[src/rtl/boot_seq_pkg.sv]
package boot_seq_pkg;

    typedef enum logic [2:0] {
        ST_IDLE,
        ST_DECIDE,
        ST_REQ,
        ST_WAIT,
        ST_LOADER,
        ST_DONE,
        ST_FAIL
    } seq_state_e;

    localparam logic SRC_EXT = 1'b0;
    localparam logic SRC_INT = 1'b1;

    typedef struct packed {
        logic loader_ok;
        logic first_src;
        logic has_fallback;
    } boot_plan_t;

endpackage

[src/rtl/fuse_capture.sv]
module fuse_capture #(
    parameter int FUSE_W = 32
) (
    input  logic                clk,
    input  logic                rst_n,
    input  logic                cap_en_i,
    input  logic [FUSE_W-1:0]   fuse_b_lo_i,
    input  logic [FUSE_W-1:0]   fuse_b_hi_i,
    input  logic [FUSE_W-1:0]   fuse_a_i,
    input  logic                loader_pin_i,
    output logic [2*FUSE_W-1:0] fuse_b_o,
    output logic [FUSE_W-1:0]   fuse_a_o,
    output logic                pin_o,
    output logic                valid_o
);
    localparam int B_W = 2 * FUSE_W;

    typedef struct packed {
        logic [B_W-1:0]    b;
        logic [FUSE_W-1:0] a;
        logic              pin;
        logic              valid;
    } cap_t;

    cap_t cap_d, cap_q;

    always_comb begin
        cap_d = cap_q;
        if (cap_en_i) begin
            cap_d.b     = {fuse_b_hi_i, fuse_b_lo_i};
            cap_d.a     = fuse_a_i;
            cap_d.pin   = loader_pin_i;
            cap_d.valid = 1'b1;
        end
    end

    always_ff @(posedge clk or negedge rst_n) begin
        if (!rst_n) cap_q <= '0;
        else        cap_q <= cap_d;
    end

    assign fuse_b_o = cap_q.b;
    assign fuse_a_o = cap_q.a;
    assign pin_o    = cap_q.pin;
    assign valid_o  = cap_q.valid;
endmodule

[src/rtl/fuse_decode.sv]
module fuse_decode
    import boot_seq_pkg::*;
#(
    parameter int FUSE_W       = 32,
    parameter int LOCK_BIT     = 7,
    parameter int NODECRYPT_BIT = 8,
    parameter int DIGEST_BIT   = 9,
    parameter int ONLY_EXT_BIT = 61,
    parameter int FALLBACK_BIT = 62,
    parameter int FAST_BIT     = 63,
    parameter int OVERRIDE_BIT = 1
) (
    input  logic [2*FUSE_W-1:0] fuse_b_i,
    input  logic [FUSE_W-1:0]   fuse_a_i,
    input  logic                valid_i,
    output boot_plan_t          plan_o,
    output logic                decrypt_en_o,
    output logic                digest_chk_en_o,
    output logic                fast_clk_o
);
    always_comb begin
        plan_o.loader_ok    = !fuse_b_i[LOCK_BIT] || fuse_a_i[OVERRIDE_BIT];
        plan_o.has_fallback = fuse_b_i[FALLBACK_BIT];
        if (fuse_b_i[FALLBACK_BIT])
            plan_o.first_src = SRC_EXT;
        else
            plan_o.first_src = fuse_b_i[ONLY_EXT_BIT] ? SRC_EXT : SRC_INT;
        decrypt_en_o    = valid_i && !fuse_b_i[NODECRYPT_BIT];
        digest_chk_en_o = valid_i && fuse_b_i[DIGEST_BIT];
        fast_clk_o      = valid_i && fuse_b_i[FAST_BIT];
    end
endmodule

[src/rtl/boot_seq_fsm.sv]
module boot_seq_fsm
    import boot_seq_pkg::*;
(
    input  logic       clk,
    input  logic       rst_n,
    input  logic       start_i,
    input  logic       pin_i,
    input  boot_plan_t plan_i,
    input  logic       probe_ok_i,
    input  logic       probe_fail_i,
    output logic       cap_en_o,
    output logic       probe_req_o,
    output logic       probe_sel_o,
    output logic       busy_o,
    output logic       loader_mode_o,
    output logic       boot_ok_o,
    output logic       boot_src_o,
    output logic       boot_err_o
);
    typedef struct packed {
        seq_state_e state;
        logic       cur_src;
        logic       ok;
        logic       src;
        logic       err;
        logic       loader;
    } fsm_t;

    fsm_t s_d, s_q;

    always_comb begin
        s_d = s_q;
        unique case (s_q.state)
            ST_IDLE: begin
                if (start_i) s_d.state = ST_DECIDE;
            end
            ST_DECIDE: begin
                if (pin_i && plan_i.loader_ok) begin
                    s_d.state  = ST_LOADER;
                    s_d.loader = 1'b1;
                end else begin
                    s_d.state   = ST_REQ;
                    s_d.cur_src = plan_i.first_src;
                end
            end
            ST_REQ: begin
                s_d.state = ST_WAIT;
            end
            ST_WAIT: begin
                if (probe_ok_i) begin
                    s_d.state = ST_DONE;
                    s_d.ok    = 1'b1;
                    s_d.src   = s_q.cur_src;
                end else if (probe_fail_i) begin
                    if (plan_i.has_fallback && s_q.cur_src == SRC_EXT) begin
                        s_d.state   = ST_REQ;
                        s_d.cur_src = SRC_INT;
                    end else begin
                        s_d.state = ST_FAIL;
                        s_d.err   = 1'b1;
                    end
                end
            end
            ST_LOADER, ST_DONE, ST_FAIL: begin
                s_d.state = s_q.state;
            end
            default: s_d.state = ST_IDLE;
        endcase
    end

    always_ff @(posedge clk or negedge rst_n) begin
        if (!rst_n) s_q <= '{state: ST_IDLE, default: '0};
        else        s_q <= s_d;
    end

    assign cap_en_o      = (s_q.state == ST_IDLE) && start_i;
    assign probe_req_o   = (s_q.state == ST_REQ);
    assign probe_sel_o   = (s_q.state == ST_REQ) && s_q.cur_src;
    assign busy_o        = (s_q.state == ST_DECIDE) || (s_q.state == ST_REQ) ||
                           (s_q.state == ST_WAIT);
    assign loader_mode_o = s_q.loader;
    assign boot_ok_o     = s_q.ok;
    assign boot_src_o    = s_q.src;
    assign boot_err_o    = s_q.err;
endmodule

[src/rtl/boot_seq_top.sv]
module boot_seq_top
    import boot_seq_pkg::*;
#(
    parameter int FUSE_W = 32
) (
    input  logic              clk,
    input  logic              rst_n,
    input  logic              start_i,
    input  logic [FUSE_W-1:0] fuse_b_lo_i,
    input  logic [FUSE_W-1:0] fuse_b_hi_i,
    input  logic [FUSE_W-1:0] fuse_a_i,
    input  logic              loader_pin_i,
    input  logic              probe_ok_i,
    input  logic              probe_fail_i,
    output logic              probe_req_o,
    output logic              probe_sel_o,
    output logic              busy_o,
    output logic              loader_mode_o,
    output logic              boot_ok_o,
    output logic              boot_src_o,
    output logic              boot_err_o,
    output logic              decrypt_en_o,
    output logic              digest_chk_en_o,
    output logic              fast_clk_o
);
    localparam int B_W = 2 * FUSE_W;

    logic              cap_en;
    logic [B_W-1:0]    fuse_b_q;
    logic [FUSE_W-1:0] fuse_a_q;
    logic              pin_q;
    logic              cap_valid;
    boot_plan_t        plan;

    fuse_capture #(.FUSE_W(FUSE_W)) cap_i (
        .clk          (clk),
        .rst_n        (rst_n),
        .cap_en_i     (cap_en),
        .fuse_b_lo_i  (fuse_b_lo_i),
        .fuse_b_hi_i  (fuse_b_hi_i),
        .fuse_a_i     (fuse_a_i),
        .loader_pin_i (loader_pin_i),
        .fuse_b_o     (fuse_b_q),
        .fuse_a_o     (fuse_a_q),
        .pin_o        (pin_q),
        .valid_o      (cap_valid)
    );

    fuse_decode #(.FUSE_W(FUSE_W)) dec_i (
        .fuse_b_i        (fuse_b_q),
        .fuse_a_i        (fuse_a_q),
        .valid_i         (cap_valid),
        .plan_o          (plan),
        .decrypt_en_o    (decrypt_en_o),
        .digest_chk_en_o (digest_chk_en_o),
        .fast_clk_o      (fast_clk_o)
    );

    boot_seq_fsm fsm_i (
        .clk           (clk),
        .rst_n         (rst_n),
        .start_i       (start_i),
        .pin_i         (pin_q),
        .plan_i        (plan),
        .probe_ok_i    (probe_ok_i),
        .probe_fail_i  (probe_fail_i),
        .cap_en_o      (cap_en),
        .probe_req_o   (probe_req_o),
        .probe_sel_o   (probe_sel_o),
        .busy_o        (busy_o),
        .loader_mode_o (loader_mode_o),
        .boot_ok_o     (boot_ok_o),
        .boot_src_o    (boot_src_o),
        .boot_err_o    (boot_err_o)
    );
endmodule

[config.mk]
export PLATFORM = sky130hd
export DESIGN_NAME = boot_seq_top
export DESIGN_NICKNAME = d
export VERILOG_FILES = /design/src/rtl/boot_seq_pkg.sv /design/src/rtl/fuse_capture.sv /design/src/rtl/fuse_decode.sv /design/src/rtl/boot_seq_fsm.sv /design/src/rtl/boot_seq_top.sv
export SDC_FILE = /design/constraint.sdc
export NUM_CORES = 1
export LEC_CHECK = 0
export ABC_AREA = 1
export CORE_MARGIN = 8
export CORE_UTILIZATION = 39
export DETAILED_ROUTE_END_ITERATION = 10
export GPL_TIMING_DRIVEN = 0
export PLACE_DENSITY = 0.67
export SLEW_MARGIN = 25
export SYNTH_ARGS = -nofsm -noshare
export SYNTH_HDL_FRONTEND = slang
export SYNTH_HIERARCHICAL = 1
export SYNTH_SLANG_ARGS = --single-unit
[constraint.sdc]
create_clock -name clk -period 1.9 [get_ports clk]
set_clock_uncertainty 0.1 [all_clocks]
set_input_delay 0.19 -clock clk [delete_from_list [all_inputs] [get_ports clk]]
set_output_delay 0.19 -clock clk [all_outputs]
set_load 0.01 [all_outputs]
==> flow_summary.toml <==
[yosys]
synth.cell_area_sq_um = 903
syn_nets = 223
avgSynthCellArea_sq_um = 7.47
syn-instance-count = 121
synth_warnings = 6

[sta]
min_period_over_period = 0.953
min_period_ns = 1.81
hold_viol = 0
relSlewSlack = 0.491
max_slew.worst_pin.slew_ns = 0.761
rsz0062_at_grt = "false"
tns_ns = 0
fmax_mhz = 552
setup_violations = 0
slew_violations = 0
fin_ws_ns = 0.0887
holdWs_ns = 0.250

[setup_path]
worst-r2r-setup-slack_ns = 0.25
reg2reg_depth = 10
required_ns = 1.61
path_max_fanout = 3
crit_type = "register to output port"
timing.rr.end = "cap_i/fuse_a_o[1]"
critPathArrivalTime_ns = 1.52
cp-start-kind = "register"
crit_path_start = "fsm_i/s_q[6]"
end_kind = "output port"
cp-endpoint = "busy_o"
r2r_start = "fsm_i/s_q[6]"

[finish]
final_area_sq_um = 1210
multiInputGateArea_sq_um = 338
fin_nets = 252
syn2layout_area_growth_pct = 33.5
nFillCells = 234
fin_cells = 177
ff_latch_area_sq_um = 427
layout-drive-gt1-share = 0.174
diodes = 0

[clocking]
clk_pin_slew_ns = 0.09
cts_tree = "built"
htreeDepth = 1
cts-root-buf = "clkbuf_4"
clock_sinks = 17
cts_buffers = 3
clock_path_buffers = 2
clock_latency_ns = 0.28

[pwr]
p_clk_frac = 0.297
pwr-share-seq = 0.606
ir_drop_mv = 0.400
power_density_nw_per_um2 = 516
swShare = 0.215
p_leak_nw = 0.670
p_sw_w = 0.000134
combPwrFrac = 0.097
intPower_w = 0.000488

[routing]
num_vias = 776
dr.pass1.iters = 4
wl_per_cell_um = 10.0
antenna_left = 0
drc = 0
totalWireLength_um = 1770
via_per_inst = 4.38
drt_iter0_drc = 13

[global_route]
grt_max_degree = 18
track_usage = 0.0916
grt_overflow = 0
first_global_vias = 756
grt_pass1_wl_um = 3120
antenna_found_initial = 0

[placement]
routabilityCongestion = 0.855
dpl_cell_area_sq_um = 1160
dp_slack_ns = 0.265
port_buffers = 22
dp_cells = 171
hpwl_um = 1480

[die]
initial_utilization = 0.408
dieHeight_um = 64.1
design.die.area_sq_um = 4110
die-width_um = 64.1
core_sq_um = 2210
io_pins = 112
num_rows = 17

[flow_run]
drv_cap = 0

[min_path]
min_path_type = "input pin to async pin"

[run_status]
status = "finished clean"
## power by group through the flow
stage	Sequential [W]	Combinational [W]	Clock (W)
5_1_grt	0.000379	0.0000687	0.000207
3_3_place_gp	0.000384	0.0000606	0
2_1_floorplan	0.000383	0.0000200	0
4_1_cts	0.000377	0.0000618	0.000197
3_5_place_dp	0.000384	0.0000616	0
6_report	0.000377	0.0000605	0.000185
## sequential cells by signal, indices dropped and copies added (netlist names)
signal               flops
fsm_i/s_q                4
cap_i/fuse_b_o           6
cap_i/pin_o              1
cap_i/valid_o            1
fsm_i/boot_ok_o          1
cap_i/fuse_a_o           1
fsm_i/boot_src_o         1
fsm_i/loader_mode_o      1
fsm_i/boot_err_o         1
## how the worst min path moves through the flow
stage	start	endpoint	slack [ns]	cells past startpoint
finish	rst_n	fsm_i/s_q[7]	0.25	1
global route	rst_n	fsm_i/s_q[7]	0.30	1
CTS	rst_n	fsm_i/loader_mode_o	0.28	1
detailed placement	fsm_i/loader_mode_o	fsm_i/loader_mode_o	0.36	2
global placement	fsm_i/loader_mode_o	fsm_i/loader_mode_o	0.35	2
floorplan	rst_n	cap_i/fuse_a_o[1]	-0.21	0
## critical path, stage by stage, from the launching register on
cell and delay, ns:
dfrtp_1 0.39, buf_4 0.14, nor2_1 0.19, nor2_1 0.06, clkdlybuf4s50_1 0.48
## metrics by stage
| stage | utilization | power [W] |
|---|---|---|
| 2_1_floorplan | - | 0.000403 |
| 3_3_place_gp | 0.524 | 0.000445 |
| 3_5_place_dp | 0.524 | 0.000446 |
| 4_1_cts | 0.543 | 0.000636 |
| 5_1_grt | 0.545 | 0.000654 |
| 6_report | 0.545 | 0.000622 |
## area by class of cell
class / count / area share
multi-input combinational: 77 / 0.280
clock buffer: 4 / 0.0218
tap: 28 / 0.0290
sequential: 17 / 0.354
timing repair buffer: 24 / 0.199
buffer: 10 / 0.0612
inverter: 17 / 0.0550
## cell usage in the layout (no fill, tap or decap), types with 2 or more instances in the layout
cell             instances
nand2_1                 52
clkbuf_4                 3
dfrtp_1                 16
nor2_2                   3
dlymetal6s2s_1           2
inv_1                   15
nand3_2                  2
nor2_1                   7
buf_2                    5
nand3_1                  5
buf_4                    4
o21ai_1                  2
buf_6                    3
clkdlybuf4s50_1         20
## timing repair
action                                  4_1_cts  5_1_grt
setup buffers                                 2        0
cloned                                        0        0
endpoints found under the setup margin        2        2
gates resized for setup                       1        2
pin swaps                                     0        0
hold buffers                                  0        0
## per-layer routing
| metal | routed length (um) | global-route usage | share of wire |
|---|---|---|---|
| met5 | 0 | 0 | 0 |
| met1 | 829 | 0.100 | 0.47 |
| met3 | 106 | 0.0331 | 0.060 |
| met2 | 823 | 0.157 | 0.46 |
| met4 | 12 | 0.0381 | 0.0068 |
(Power assumes the default switching activity.)
